[config.mk]
export PLATFORM = sky130hd
export DESIGN_NAME = stack_core
export DESIGN_NICKNAME = d
export VERILOG_FILES = /design/src/rtl/stk_pkg.sv /design/src/rtl/stk_ctrl.sv /design/src/rtl/stk_dpath.sv /design/src/rtl/stack_core.sv
export SDC_FILE = /design/constraint.sdc
export NUM_CORES = 1
export LEC_CHECK = 0
export ABC_AREA = 1
export BUFFER_PORTS_ARGS = -buffer_cell sky130_fd_sc_hd__buf_2
export CORE_ASPECT_RATIO = 0.7
export CORE_MARGIN = 5
export CORE_UTILIZATION = 60
export CTS_BUF_LIST = sky130_fd_sc_hd__clkbuf_8
export DETAILED_ROUTE_END_ITERATION = 8
export PLACE_DENSITY = 0.9
export SLEW_MARGIN = 40
export SYNTH_ARGS = -nofsm -noshare
export SYNTH_HDL_FRONTEND = slang
export SYNTH_HIERARCHICAL = 1
export SYNTH_SLANG_ARGS = --single-unit
[constraint.sdc]
create_clock -name clk -period 2.9 [get_ports clk]
set_clock_uncertainty 0.15 [all_clocks]
set_input_delay 0.145 -clock clk [delete_from_list [all_inputs] [get_ports clk]]
set_output_delay 0.145 -clock clk [all_outputs]
set_load 0.005 [all_outputs]
[src/rtl/stk_pkg.sv]
package stk_pkg;

  localparam logic [3:0] OP_NOP   = 4'd0;
  localparam logic [3:0] OP_LDI   = 4'd1;
  localparam logic [3:0] OP_LDD   = 4'd2;
  localparam logic [3:0] OP_ADD   = 4'd3;
  localparam logic [3:0] OP_SUB   = 4'd4;
  localparam logic [3:0] OP_AND   = 4'd5;
  localparam logic [3:0] OP_OR    = 4'd6;
  localparam logic [3:0] OP_XOR   = 4'd7;
  localparam logic [3:0] OP_PASSB = 4'd8;

  typedef enum logic [2:0] {
    ALU_ADD, ALU_SUB, ALU_AND, ALU_OR, ALU_XOR, ALU_PASSB
  } aluOp_e;

  typedef enum logic [1:0] {
    ASRC_ALU, ASRC_IMM, ASRC_RD
  } aSrc_e;

  // strobes handed from decode to execute
  typedef struct packed {
    logic   push;
    logic   pop;
    aSrc_e  aSrc;
    aluOp_e aluOp;
  } exStrb_t;

endpackage

[src/rtl/stk_ctrl.sv]
module stk_ctrl
  import stk_pkg::*;
#(
  parameter int DEPTH = 8
) (
  input  logic                         clk,
  input  logic                         rstN,
  input  logic [3:0]                   opIn,
  output exStrb_t                      exS,
  output logic [$clog2(DEPTH)-1:0]     rdAddr,
  output logic [$clog2(DEPTH)-1:0]     wrAddr,
  output logic [$clog2(DEPTH+1)-1:0]   depth,
  output logic                         ovf,
  output logic                         unf
);

  localparam int AW = $clog2(DEPTH);
  localparam int CW = $clog2(DEPTH+1);
  localparam logic [CW-1:0] FULL = CW'(DEPTH);

  logic    isPush, isPop, goPush, goPop, isFull, isEmpty;
  exStrb_t dec;

  assign isFull  = (depth == FULL);
  assign isEmpty = (depth == '0);

  always_comb begin
    isPush = (opIn == OP_LDI) || (opIn == OP_LDD);
    isPop  = (opIn >= OP_ADD) && (opIn <= OP_PASSB);
    goPush = isPush && !isFull;
    goPop  = isPop && !isEmpty;
    dec.push  = goPush;
    dec.pop   = goPop;
    dec.aSrc  = ASRC_ALU;
    dec.aluOp = ALU_ADD;
    if (opIn == OP_LDI) dec.aSrc = ASRC_IMM;
    if (opIn == OP_LDD) dec.aSrc = ASRC_RD;
    case (opIn)
      OP_SUB:   dec.aluOp = ALU_SUB;
      OP_AND:   dec.aluOp = ALU_AND;
      OP_OR:    dec.aluOp = ALU_OR;
      OP_XOR:   dec.aluOp = ALU_XOR;
      OP_PASSB: dec.aluOp = ALU_PASSB;
      default:  dec.aluOp = ALU_ADD;
    endcase
  end

  // fill address goes to the synchronous RAM during decode
  assign rdAddr = AW'(depth - CW'(1));

  always_ff @(posedge clk or negedge rstN) begin
    if (!rstN) begin
      exS    <= '0;
      wrAddr <= '0;
      depth  <= '0;
      ovf    <= 1'b0;
      unf    <= 1'b0;
    end else begin
      exS    <= dec;
      wrAddr <= AW'(depth);
      if (goPush)      depth <= depth + CW'(1);
      else if (goPop)  depth <= depth - CW'(1);
      if (isPush && isFull)  ovf <= 1'b1;
      if (isPop && isEmpty)  unf <= 1'b1;
    end
  end


  depth_bound_chk: assert property (@(posedge clk) disable iff (!rstN)
    depth <= FULL);


  pop_depth_chk: assert property (@(posedge clk) disable iff (!rstN)
    goPop |=> depth == $past(depth) - CW'(1));


  ovf_reject_chk: assert property (@(posedge clk) disable iff (!rstN)
    (isPush && isFull) |=> ovf && depth == $past(depth));


  unf_reject_chk: assert property (@(posedge clk) disable iff (!rstN)
    (isPop && isEmpty) |=> unf && depth == $past(depth));


  flag_sticky_chk: assert property (@(posedge clk) disable iff (!rstN)
    (ovf || unf) |=> (ovf >= $past(ovf)) && (unf >= $past(unf)));


  strb_excl_chk: assert property (@(posedge clk) disable iff (!rstN)
    $onehot0({exS.push, exS.pop}));

endmodule

[src/rtl/stk_dpath.sv]
module stk_dpath
  import stk_pkg::*;
#(
  parameter int DW    = 16,
  parameter int DEPTH = 8
) (
  input  logic                      clk,
  input  logic                      rstN,
  input  exStrb_t                   exS,
  input  logic [$clog2(DEPTH)-1:0]  rdAddr,
  input  logic [$clog2(DEPTH)-1:0]  wrAddr,
  input  logic [DW-1:0]             imm,
  input  logic [DW-1:0]             rdData,
  output logic [DW-1:0]             topA,
  output logic [DW-1:0]             nextB
);

  logic [DW-1:0] mem [DEPTH];
  logic [DW-1:0] ramQ;
  logic [DW-1:0] immQ;
  logic [DW-1:0] aluRes;
  logic [DW-1:0] aNext;

  // stack RAM: synchronous read, write-first on a same-address collision
  always_ff @(posedge clk) begin
    if (exS.push && (wrAddr == rdAddr)) ramQ <= nextB;
    else                                 ramQ <= mem[rdAddr];
    if (exS.push) mem[wrAddr] <= nextB;
  end

  always_comb begin
    case (exS.aluOp)
      ALU_SUB:   aluRes = nextB - topA;
      ALU_AND:   aluRes = nextB & topA;
      ALU_OR:    aluRes = nextB | topA;
      ALU_XOR:   aluRes = nextB ^ topA;
      ALU_PASSB: aluRes = nextB;
      default:   aluRes = nextB + topA;
    endcase
  end

  always_comb begin
    case (exS.aSrc)
      ASRC_IMM: aNext = immQ;
      ASRC_RD:  aNext = rdData;
      default:  aNext = aluRes;
    endcase
  end

  always_ff @(posedge clk or negedge rstN) begin
    if (!rstN) begin
      topA  <= '0;
      nextB <= '0;
      immQ  <= '0;
    end else begin
      immQ <= imm;
      if (exS.push) begin
        topA  <= aNext;
        nextB <= topA;
      end else if (exS.pop) begin
        topA  <= aNext;
        nextB <= ramQ;
      end
    end
  end


  push_shift_chk: assert property (@(posedge clk) disable iff (!rstN)
    exS.push |=> nextB == $past(topA));


  idle_hold_chk: assert property (@(posedge clk) disable iff (!rstN)
    (!exS.push && !exS.pop) |=> $stable(topA) && $stable(nextB));


  passb_chk: assert property (@(posedge clk) disable iff (!rstN)
    (exS.pop && exS.aluOp == ALU_PASSB) |=> topA == $past(nextB));

endmodule

[src/rtl/stack_core.sv]
module stack_core
  import stk_pkg::*;
#(
  parameter int DW    = 16,
  parameter int DEPTH = 8
) (
  input  logic                        clk,
  input  logic                        rstN,
  input  logic [3:0]                  opIn,
  input  logic [DW-1:0]               imm,
  input  logic [DW-1:0]               rdData,
  output logic [DW-1:0]               topA,
  output logic [DW-1:0]               nextB,
  output logic [$clog2(DEPTH+1)-1:0]  depth,
  output logic                        ovfFlag,
  output logic                        unfFlag
);

  localparam int AW = $clog2(DEPTH);

  exStrb_t         exS;
  logic [AW-1:0]   rdAddr;
  logic [AW-1:0]   wrAddr;

  stk_ctrl #(.DEPTH(DEPTH)) u_ctrl (
    .clk    (clk),
    .rstN   (rstN),
    .opIn   (opIn),
    .exS    (exS),
    .rdAddr (rdAddr),
    .wrAddr (wrAddr),
    .depth  (depth),
    .ovf    (ovfFlag),
    .unf    (unfFlag)
  );

  stk_dpath #(.DW(DW), .DEPTH(DEPTH)) u_dpath (
    .clk    (clk),
    .rstN   (rstN),
    .exS    (exS),
    .rdAddr (rdAddr),
    .wrAddr (wrAddr),
    .imm    (imm),
    .rdData (rdData),
    .topA   (topA),
    .nextB  (nextB)
  );

endmodule

==> results of run 1 <==
## synthesized netlist by cell type (19+ instances only)
master / number
o21ai_1: 25
o21ai_0: 71
o22ai_1: 34
nor2_1: 113
inv_1: 113
edfxtp_1: 128
dfrtp_1: 64
nand3_1: 51
xor2_1: 19
a21oi_1: 26
nand2_1: 214
ha_1: 52
## power groups by stage
stage / Sequential, uW / Combinational [uW] / Clock, uW
2_1_floorplan: 4250 / 4170 / 0
3_3_place_gp: 4310 / 6070 / 0
3_5_place_dp: 4350 / 6310 / 0
4_1_cts: 4290 / 6480 / 1600
5_1_grt: 4410 / 8230 / 1720
6_report: 4340 / 7590 / 1600
## stage by stage
step	hold WS [ns]	worst slack, ns	cells	cell area (um^2)
after detailed placement	0.0498	-0.131	1362	10900
after global routing	0.0753	-0.322	1436	11900
final	0.0894	-0.205	1436	11900
after CTS	0.0154	-0.0201	1434	11700
after floorplan	-0.301	0.178	1052	10000
after global placement	0.0495	-0.0392	1362	10900
## registers in the layout, indices dropped and copies added, names as in the netlist, named ones only
register,count
u_dpath/mem,128
u_dpath/immQ,16
u_dpath/nextB,16
u_dpath/topA,16
u_ctrl/exS,7
u_ctrl/depth,4
u_ctrl/wrAddr,3
u_ctrl/ovf,1
u_ctrl/unf,1
## layer usage
layer	wire, um	global-route usage, %
met1	10700	39.5
met2	13500	42.7
met3	3520	5.85
met4	868	10.6
met5	0	0
## timing repair
item,CTS,global route
buffers inserted,0,2
endpoints found under the setup margin,7,11
hold buffers,40,0
pin swaps,0,20
resized for setup,9,55
hold endpoints to repair,88,0
## worst paths after layout
| check | start | to | depth (start not counted) | slack [ns] |
|---|---|---|---|---|
| worst min-delay path | rdData[10] | u_dpath/topA[10] | 6 | 0.09 |
| min in group asynchronous | rstN | u_dpath/immQ[5] | 2 | 0.10 |
| worst max register to register | u_dpath/topA[1] | u_dpath/topA[15] | 19 | -0.20 |
| worst min register to register | u_ctrl/ovf | u_ctrl/ovf | 1 | 0.34 |
| max in group asynchronous | rstN | u_dpath/nextB[15] | 3 | 1.84 |
| worst max-delay path | u_dpath/topA[1] | u_dpath/topA[15] | 19 | -0.20 |
## area by class of cell
type                       count  area [um^2]  area share [%]
inverter                     123          464            3.89
clock inverter                15          110           0.922
sequential                   195         5510            46.1
clock buffer                  17          234            1.96
tap                          225          282            2.36
multi-input combinational    693         4120            34.5
timing repair buffer         168         1220            10.2
## cell families (layout without fill, tap and decap cells)
| logic type | count (synthesis) | after routing | synth area share (%) |
|---|---|---|---|
| AO/OA/AOI/OAI | 210 | 210 | 12.8 |
| flip-flops | 195 | 195 | 54.8 |
| XOR/XNOR | 20 | 20 | 1.74 |
| AND/OR/NAND/NOR | 410 | 410 | 17.2 |
| adder cells (fa/ha/maj) | 53 | 53 | 6.68 |
| buffers and inverters | 164 | 323 | 6.73 |
## worst max-delay path: cells and delay by family, from the launching register on
kind            cells  cell delay (ns)
xor+xnor            1             0.19
buf+inv             2             0.35
compound gates      2             0.43
simple gates       13             1.10
fa+ha+maj           1             0.41
flops               1             0.40
==> reports/qor.csv, run 1 <==
stage,metric,value,unit
status,status,finished with violations,
status,violations,setup timing,
route,drt_iter0_drc,1333,
worst_setup_path,critical_path.max_fanout,5,
sta,post-route-min-period,3.10,ns
sta,rsz0062_at_grt,true,
power_and_ir_drop,total_power,13500,uW
global_route,grt-ovfl-total,0,
logic_synthesis,synth-edff-count,128,
layout,layout-drive-gt1-share,20.1,%
logic_synthesis,syn_nets,1143,
logic_synthesis,async_flop_share,32.8,%
logic_synthesis,yosysWarnings,6,
worst_setup_path,crit_top_cell,nand2_1,
logic_synthesis,syn_area_per_cell,9.54,um^2
floorplan,boundaryPins,76,
layout,fill_cells,1038,
power_and_ir_drop,clockPowerShare,11.8,%
power_and_ir_drop,power_leakage,0.00520,uW
floorplan,die_w,165,um
worst_setup_path,critical_path.max_stage_delay,0.41,ns
floorplan,initial_utilization,61.2,%
logic_synthesis,synth_top_area_share,38.3,%
clock_network,cts_num_sinks,195,
power_and_ir_drop,p_sw,6370,uW
route,detail_route.first_pass.iterations,6,
logic_synthesis,synth_area,0.0100,mm^2
floorplan,core-area,0.0164,mm^2
logic_synthesis,ys_seq_area_share,54.8,%
clock_network,clock-root-buffer,clkbuf_8,
layout,syn2layout_area_growth,18.9,%
job,maxCapViolCount,0,
worst_setup_path,crit_path_end_kind,register,
worst_setup_path,crit_chain,buf_4 -> nor2_2 -> nand2_2 -> o31ai_1 -> buf_4 -> o21ai_0 -> xor2_1 -> ha_2 -> nand2_2 -> nor2_4 -> and2_4 -> nand2_1 -> nand2_1 -> nand3_1 -> nand2_1 -> nand2_1 -> nand2_1 -> nand2_1 -> nand2_1,
logic_synthesis,synth_area_leaders,"edfxtp_1 (38%), dfrtp_1 (16%), nand2_1 (8.0%), ha_1 (6.5%), inv_1 (4.2%)",
sta,slew_headroom,52.5,%
clock_network,cts_tree,done,
sta,timing.final.crit_share,107,%
placed_design,port_buffers,75,
logic_synthesis,yosys_register_bits,195,
clock_network,htree_levels,4,
logic_synthesis,synth.distinct_cells,46,
logic_synthesis,synth_area_leader_cell,edfxtp_1,
layout,nets,1289,
power_and_ir_drop,swShare,47.1,%
floorplan,fp.dieArea,0.0195,mm^2
logic_synthesis,ys.flop_type,edfxtp_1,
worst_setup_path,worst_setup_path_start_kind,register,
worst_setup_path,crit_type,reg2reg,
layout,diodes,0,
min_path,worstHoldPathType,in2reg,
sta,tightest_slew,0.713,ns
layout,layout_common_cells,"nand2_1 (202), edfxtp_1 (128), nor2_1 (109), inv_1 (107), buf_2 (75)",
floorplan,fp.dieH,118,um
route,totalWireLength,28.6,mm
floorplan,rows,39,
layout,final_common_cell,nand2_1,
placed_design,globalplace.congestion,1.03,
global_route,antenna_found_initial,0,
clock_network,cts_buffer_depth,2,
sta,slew_violations,0,
global_route,grt_use_total,27.9,%
route,drc,0,
sta,hold_viol_final,0,
sta,fin_setup_tns,-0.688,ns
route,final_antenna_net_count,0,
clock_network,clk_pin_slew_worst_paths,0.10,ns
sta,setup_ws,-0.205,ns
worst_setup_path,worstPathArrival,3.36,ns
placed_design,hpwl,17.5,mm
logic_synthesis,synth_cells,1052,
worst_setup_path,crit_required,3.16,ns
sta,setup_violations,9,
global_route,grt_pass1_vias,8250,
layout,fin_util,72.8,%
power_and_ir_drop,p_seq_share,32.1,%
route,vias,8718,
power_and_ir_drop,power_density,1130,mW/mm^2
global_route,grt_pass1_wl,42.4,mm
route,wl_per_cell,19.9,um
power_and_ir_drop,p_comb_share,56.1,%
worst_setup_path,cp_slowest_cell,ha_2,
power_and_ir_drop,p_int,7160,uW
clock_network,cts_made_buffers,17,
clock_network,clock_latency,0.47,ns
power_and_ir_drop,max-vdd-ir-drop,0.000560,V
global_route,grt_max_degree,65,
route,viasPerCell,6.07,
sta,clock.fmax,322,MHz
Note: power is estimated with default switching activity, not from simulation.
==> inputs of run 2 (changes only) <==
--- a/config.mk
+++ b/config.mk
@@ -7,12 +7,15 @@
 export LEC_CHECK = 0
 export ABC_AREA = 1
 export BUFFER_PORTS_ARGS = -buffer_cell sky130_fd_sc_hd__buf_2
+export CELL_PAD_IN_SITES_DETAIL_PLACEMENT = 0
+export CELL_PAD_IN_SITES_GLOBAL_PLACEMENT = 1
 export CORE_ASPECT_RATIO = 0.7
 export CORE_MARGIN = 5
-export CORE_UTILIZATION = 60
+export CORE_UTILIZATION = 49
 export CTS_BUF_LIST = sky130_fd_sc_hd__clkbuf_8
+export CTS_CLUSTER_DIAMETER = 30
 export DETAILED_ROUTE_END_ITERATION = 8
-export PLACE_DENSITY = 0.9
+export PLACE_DENSITY = 0.93
 export SLEW_MARGIN = 40
 export SYNTH_ARGS = -nofsm -noshare
 export SYNTH_HDL_FRONTEND = slang
==> run 2 against run 1 <==
  * The flow now finishes without violations
  * Die area up 21%
  * Cell area up 1.3%
  * Critical path depth up 3
  * Count of clock-buffer cells in the layout unchanged
==> reports/qor.csv, run 2 (synthesized netlist as in run 1, its figures left out) <==
stage,metric,value,unit
clock_network,cts_tree,done,
worst_setup_path,crit_top_cell,nand2_1,
global_route,grt_pass1_vias,7949,
placed_design,postPlaceCellArea,0.0110,mm^2
clock_network,clock_latency,0.48,ns
power_and_ir_drop,total_power,13400,uW
status,status,finished clean,
clock_network,cts_buffer_depth,2,
sta,hold_viol_final,0,
worst_setup_path,crit_path_end_kind,register,
worst_setup_path,cp_slowest_cell,dfrtp_1,
route,totalWireLength,27.4,mm
route,final_antenna_net_count,0,
sta,post-route-min-period,2.90,ns
layout,seq_area,0.00551,mm^2
sta,slew_headroom,53.2,%
clock_network,cts_num_sinks,195,
power_and_ir_drop,power_leakage,0.00522,uW
worst_setup_path,worst_setup_path_start_kind,register,
worst_setup_path,path_delay_family,simple AND/OR/NAND/NOR gates,
layout,multiInputGateArea,0.00416,mm^2
job,maxCapViolCount,0,
placed_design,dp_slack,-0.130,ns
clock_network,cts_made_buffers,17,
power_and_ir_drop,max-vdd-ir-drop,0.000518,V
worst_setup_path,critical_path.max_stage_delay,0.40,ns
worst_setup_path,crit_type,reg2reg,
global_route,grt_max_degree,65,
floorplan,core-area,0.0200,mm^2
layout,syn2layout_area_growth,20.5,%
global_route,grt-ovfl-total,0,
sta,fin_setup_tns,0,ns
floorplan,rows,43,
sta,rsz0062_at_grt,true,
sta,setup_ws,0.00271,ns
layout,final_common_cell,nand2_1,
layout,layout_common_cells,"nand2_1 (200), edfxtp_1 (128), inv_1 (105), nor2_1 (105), buf_2 (75)",
route,drc,0,
layout,final_area,0.0121,mm^2
global_route,grt_pass1_wl,43.0,mm
worst_setup_path,worstPathArrival,3.12,ns
clock_network,clk_pin_slew_worst_paths,0.10,ns
floorplan,initial_utilization,50.3,%
sta,setup_violations,0,
placed_design,hpwl,17.4,mm
sta,tightest_slew,0.702,ns
layout,fill_cells,1643,
worst_setup_path,critical_path.max_fanout,3,
floorplan,die_w,181,um
placed_design,port_buffers,75,
layout,largest_reg_flops,128,
floorplan,fp.dieH,130,um
layout,diodes,0,
floorplan,fp.dieArea,0.0235,mm^2
clock_network,htree_levels,4,
worst_setup_path,crit_chain,inv_2 -> ha_4 -> inv_4 -> nor3_4 -> nand3_2 -> nor2_4 -> nand3_2 -> nand2_2 -> o21ai_2 -> xor2_1 -> ha_1 -> nand2_2 -> nor2_4 -> buf_4 -> a21oi_2 -> nand2_1 -> nand3_1 -> nand2_1 -> nand2_1 -> nand2_1 -> nand2_1 -> nand2_1,
global_route,antenna_found_initial,0,
floorplan,boundaryPins,76,
sta,clock.fmax,345,MHz
route,viasPerCell,5.51,
worst_setup_path,crit_required,3.12,ns
power_and_ir_drop,power_density,1100,mW/mm^2
clock_network,clock-root-buffer,clkbuf_8,
placed_design,globalplace.congestion,0.927,
sta,slew_violations,0,
route,wl_per_cell,18.5,um
layout,layout-drive-gt1-share,21.4,%
route,vias,8185,
sta,timing.final.crit_share,99.9,%
global_route,grt_use_total,23.4,%
route,drt_iter0_drc,867,
route,detail_route.first_pass.iterations,5,
min_path,worstHoldPathType,in2async,
layout,largest_register,u_dpath/mem,
layout,nets,1294,
worst_setup_path,critPathBufInv,3,
-- run 2: cell types whose count changed in the layout (fill, tap and decap cells not counted), sizes merged --
cell / delta
clkinvlp: +4
bufinv: +1
dlygate4sd3: +1
clkinv: -5
buf: +4
-- run 2: path summary, 6_finish.rpt --
check / startpoint / end / slack, ns / cells past startpoint
worst min-delay path: rstN / u_dpath/immQ[2] / 0.10 / 3
min in group clk: imm[1] / u_dpath/immQ[1] / 0.15 / 2
worst max-delay path: u_dpath/topA[0] / u_dpath/topA[15] / 0.003 / 22
max in group asynchronous: rstN / u_dpath/immQ[12] / 1.96 / 4
worst max register to register: u_dpath/topA[0] / u_dpath/topA[15] / 0.003 / 22
worst min register to register: u_ctrl/ovf / u_ctrl/ovf / 0.33 / 1
-- run 2: layout make-up --
cell class,instances,share of cell area [%]
inverter,123,3.90
multi-input combinational,693,34.4
tap,270,2.79
sequential,195,45.5
clock inverter,15,1.09
clock buffer,17,1.93
timing repair buffer,173,10.4
-- run 2: repair_timing --
| item | CTS | global route |
|---|---|---|
| gates resized for setup | 22 | 60 |
| endpoints found under the hold margin | 107 | 0 |
| hold buffers | 41 | 0 |
| setup buffers | 1 | 5 |
| setup endpoints to repair | 7 | 10 |
| pin swaps | 20 | 29 |
-- run 2: worst register-to-register path: cells and delay by family (launching register included) --
kind                     cells  cell delay (ns)
AND/OR/NAND/NOR             14             1.16
adder cells (fa/ha/maj)      2             0.48
flip-flops                   1             0.40
buffers and inverters        3             0.26
AO/OA/AOI/OAI                2             0.18
XOR/XNOR                     1             0.16
-- run 2: per-stage QoR --
stage / utilization [%] / std cells / hold slack, ns
final: 60.6 / 1486 / 0.102
after CTS: 59.3 / 1481 / 0.113
after detailed placement: 54.9 / 1407 / 0.104
after floorplan: - / 1052 / -0.301
after global routing: 60.6 / 1486 / 0.134
after global placement: 54.8 / 1406 / 0.103
-- run 2: power breakdown --
| group | leakage [uW] | switching (uW) | internal (uW) | total, uW |
|---|---|---|---|---|
| Clock | 0.000169 | 991 | 683 | 1670 |
| Combinational | 0.00311 | 4410 | 2940 | 7350 |
| Sequential | 0.00193 | 682 | 3650 | 4330 |
| Total | 0.00522 | 6090 | 7270 | 13400 |
-- run 2: layer usage --
metal	wire length (um)	vias up	GRT usage [%]	share of wire, %
met2	12700	330	36.8	46
met1	12200	3937	33.9	44
met4	417	0	6.13	1.5
met5	0	-	0	0
li1	-	3883	-	-
met3	2190	35	4.68	8.0
==> inputs of run 3 (changes only) <==
--- a/config.mk
+++ b/config.mk
@@ -10,12 +10,13 @@
 export CELL_PAD_IN_SITES_DETAIL_PLACEMENT = 0
 export CELL_PAD_IN_SITES_GLOBAL_PLACEMENT = 1
 export CORE_ASPECT_RATIO = 0.7
-export CORE_MARGIN = 5
+export CORE_MARGIN = 2
 export CORE_UTILIZATION = 49
 export CTS_BUF_LIST = sky130_fd_sc_hd__clkbuf_8
 export CTS_CLUSTER_DIAMETER = 30
 export DETAILED_ROUTE_END_ITERATION = 8
 export PLACE_DENSITY = 0.93
+export RECOVER_POWER = 100
 export SLEW_MARGIN = 40
 export SYNTH_ARGS = -nofsm -noshare
 export SYNTH_HDL_FRONTEND = slang
==> run 3 against run 2 <==
  * The run now ends with setup timing left
  * Die area shrank 7.8%
  * Core utilization fell by 1.0 points
  * Count of clock-buffer cells in the layout is the same
  * Clock power down 7%
  * First-iteration DRC count is 9.7% lower
  * Power fell by 2.7%
  * Sequential power barely moved
  * Global-route usage up 1.2 points
  * Via count decreased by 0.42%
  * Sequential share of layout area rose by 0.78 points
  * Routed wire length is 3.4% lower
  * Register-to-register slack got worse by 0.15 ns
  * Critical endpoint unchanged
  * Largest power group unchanged
==> reports/qor.csv, run 3 (synthesized netlist as in run 1, its figures left out) <==
stage,metric,value,unit
status,status,finished with violations,
status,violations,setup timing,
power_and_ir_drop,power_leakage,0.00512,uW
layout,layout_common_cells,"nand2_1 (199), edfxtp_1 (128), inv_1 (112), nor2_1 (107), o21ai_0 (68)",
clock_network,cts_buffer_depth,2,
floorplan,die_w,175,um
layout,fill_cells,1686,
worst_setup_path,rrSetupSlack,-0.15,ns
route,detail_route.first_pass.iterations,6,
floorplan,initial_utilization,50.3,%
floorplan,fp.dieH,124,um
worst_setup_path,cp_slowest_cell,dfrtp_1,
placed_design,port_buffers,75,
global_route,grt_max_degree,65,
global_route,antenna_found_initial,0,
global_route,grt-ovfl-total,0,
clock_network,clk_pin_slew_worst_paths,0.10,ns
placed_design,postPlaceCellArea,0.0109,mm^2
sta,setup_ws,-0.145,ns
job,maxCapViolCount,0,
sta,tightest_slew,1.44,ns
route,final_antenna_net_count,0,
sta,fin_setup_tns,-0.194,ns
route,totalWireLength,26.5,mm
clock_network,htree_levels,4,
worst_setup_path,crit_required,3.15,ns
layout,largest_reg_flops,128,
route,vias,8151,
layout,multiInputGateArea,0.00413,mm^2
clock_network,cts_tree,done,
worst_setup_path,crit_top_cell,nand2_1,
placed_design,globalplace.congestion,0.904,
placed_design,hpwl,17.2,mm
layout,seq_area,0.00551,mm^2
floorplan,fp.dieArea,0.0217,mm^2
layout,layout-drive-gt1-share,18.4,%
route,viasPerCell,5.51,
worst_setup_path,path_delay_family,simple AND/OR/NAND/NOR gates,
route,drt_iter0_drc,783,
route,drc,0,
layout,largest_register,u_dpath/mem,
floorplan,boundaryPins,76,
clock_network,cts_num_sinks,195,
route,wl_per_cell,17.9,um
worst_setup_path,critical_path.max_fanout,3,
sta,clock.fmax,328,MHz
power_and_ir_drop,max-vdd-ir-drop,0.000498,V
sta,slew_violations,0,
floorplan,rows,43,
floorplan,core-area,0.0200,mm^2
worst_setup_path,crit_chain,inv_2 -> ha_4 -> inv_2 -> nor3_4 -> nand3_2 -> nor2_4 -> nand3_4 -> nand2_4 -> o21ai_2 -> xor2_1 -> ha_1 -> nand2_2 -> nor2_4 -> and2_4 -> nand2_1 -> nand2_1 -> nand3_1 -> nand2_1 -> nand2_1 -> nand2_1 -> nand2_1 -> nand2_1,
clock_network,clock-root-buffer,clkbuf_8,
sta,hold_viol_final,0,
global_route,grt_use_total,24.7,%
global_route,grt_pass1_wl,41.0,mm
clock_network,clock_latency,0.46,ns
layout,diodes,0,
layout,syn2layout_area_growth,18.5,%
sta,slew_headroom,3.96,%
layout,nets,1288,
global_route,grt_pass1_vias,7588,
worst_setup_path,worstPathArrival,3.30,ns
sta,rsz0062_at_grt,true,
sta,holdWs,0.0413,ns
sta,setup_violations,2,
power_and_ir_drop,power_density,1090,mW/mm^2
worst_setup_path,worst_setup_path_start_kind,register,
worst_setup_path,critical_path.max_stage_delay,0.40,ns
layout,final_area,0.0119,mm^2
sta,timing.final.crit_share,105,%
worst_setup_path,crit_path_end_kind,register,
sta,post-route-min-period,3.05,ns
worst_setup_path,critPathBufInv,2,
min_path,worstHoldPathType,in2reg,
worst_setup_path,crit_type,reg2reg,
clock_network,cts_made_buffers,17,
layout,final_common_cell,nand2_1,
## run 3: cell types whose count changed in the layout (fill, tap and decap cells not counted), sizes merged
cell	delta
clkinv	-1
dlygate4sd3	-3
clkinvlp	-3
buf	-27
inv	+4
bufinv	-1
clkbuf	+24
## run 3: tightest hold or removal path: cells and delay by family
kind / cells / cell delay, ns
compound gates: 3 / 0.26
buf+inv: 2 / 0.16
simple gates: 1 / 0.06
## run 3: metal layers
metal	global-route usage, %	routed length (um)	up-vias
met5	0	0	-
met4	5.68	315	0
met3	5.10	2050	28
met2	37.7	11900	299
met1	36.5	12200	3945
li1	-	-	3879
## run 3: worst paths after layout
kind,startpoint,end,cells past startpoint
worst max-delay path,u_dpath/topA[1],u_dpath/topA[15],22
min in group asynchronous,rstN,u_ctrl/exS[3],2
worst min-delay path,rdData[10],u_dpath/topA[10],6
max in group asynchronous,rstN,u_dpath/nextB[13],3
worst min register to register,u_ctrl/unf,u_ctrl/unf,1
worst max register to register,u_dpath/topA[1],u_dpath/topA[15],22
## run 3: what timing repair did
action / 4_1_cts / 5_1_grt
endpoints found under the hold margin: 88 / 0
buffers inserted: 1 / 4
pin swaps: 2 / 31
setup endpoints to repair: 2 / 10
gates resized for setup: 3 / 68
hold buffers: 38 / 0
## run 3: final cells by class
class | count | area share, %
well taps | 270 | 2.84
repair buffers | 167 | 9.47
multi-input cells | 693 | 34.7
clock buffers | 17 | 1.97
clock inverters | 14 | 0.768
inverters | 123 | 3.94
flip-flops and latches | 195 | 46.3
## run 3: where the power goes
group	internal, uW	switching [uW]
clock network	585	968
logic	2740	4350
registers	3650	702
## run 3: through the flow
step / power, uW / std cells / setup WS, ns / util (%)
floorplan: 8430 / 1052 / 0.178 / -
global placement: 10500 / 1405 / 0.0224 / 54.9
detailed placement: 10600 / 1405 / -0.0570 / 54.9
CTS: 12200 / 1475 / -0.0526 / 58.5
global route: 14000 / 1479 / -0.298 / 59.6
finish: 13000 / 1479 / -0.145 / 59.6
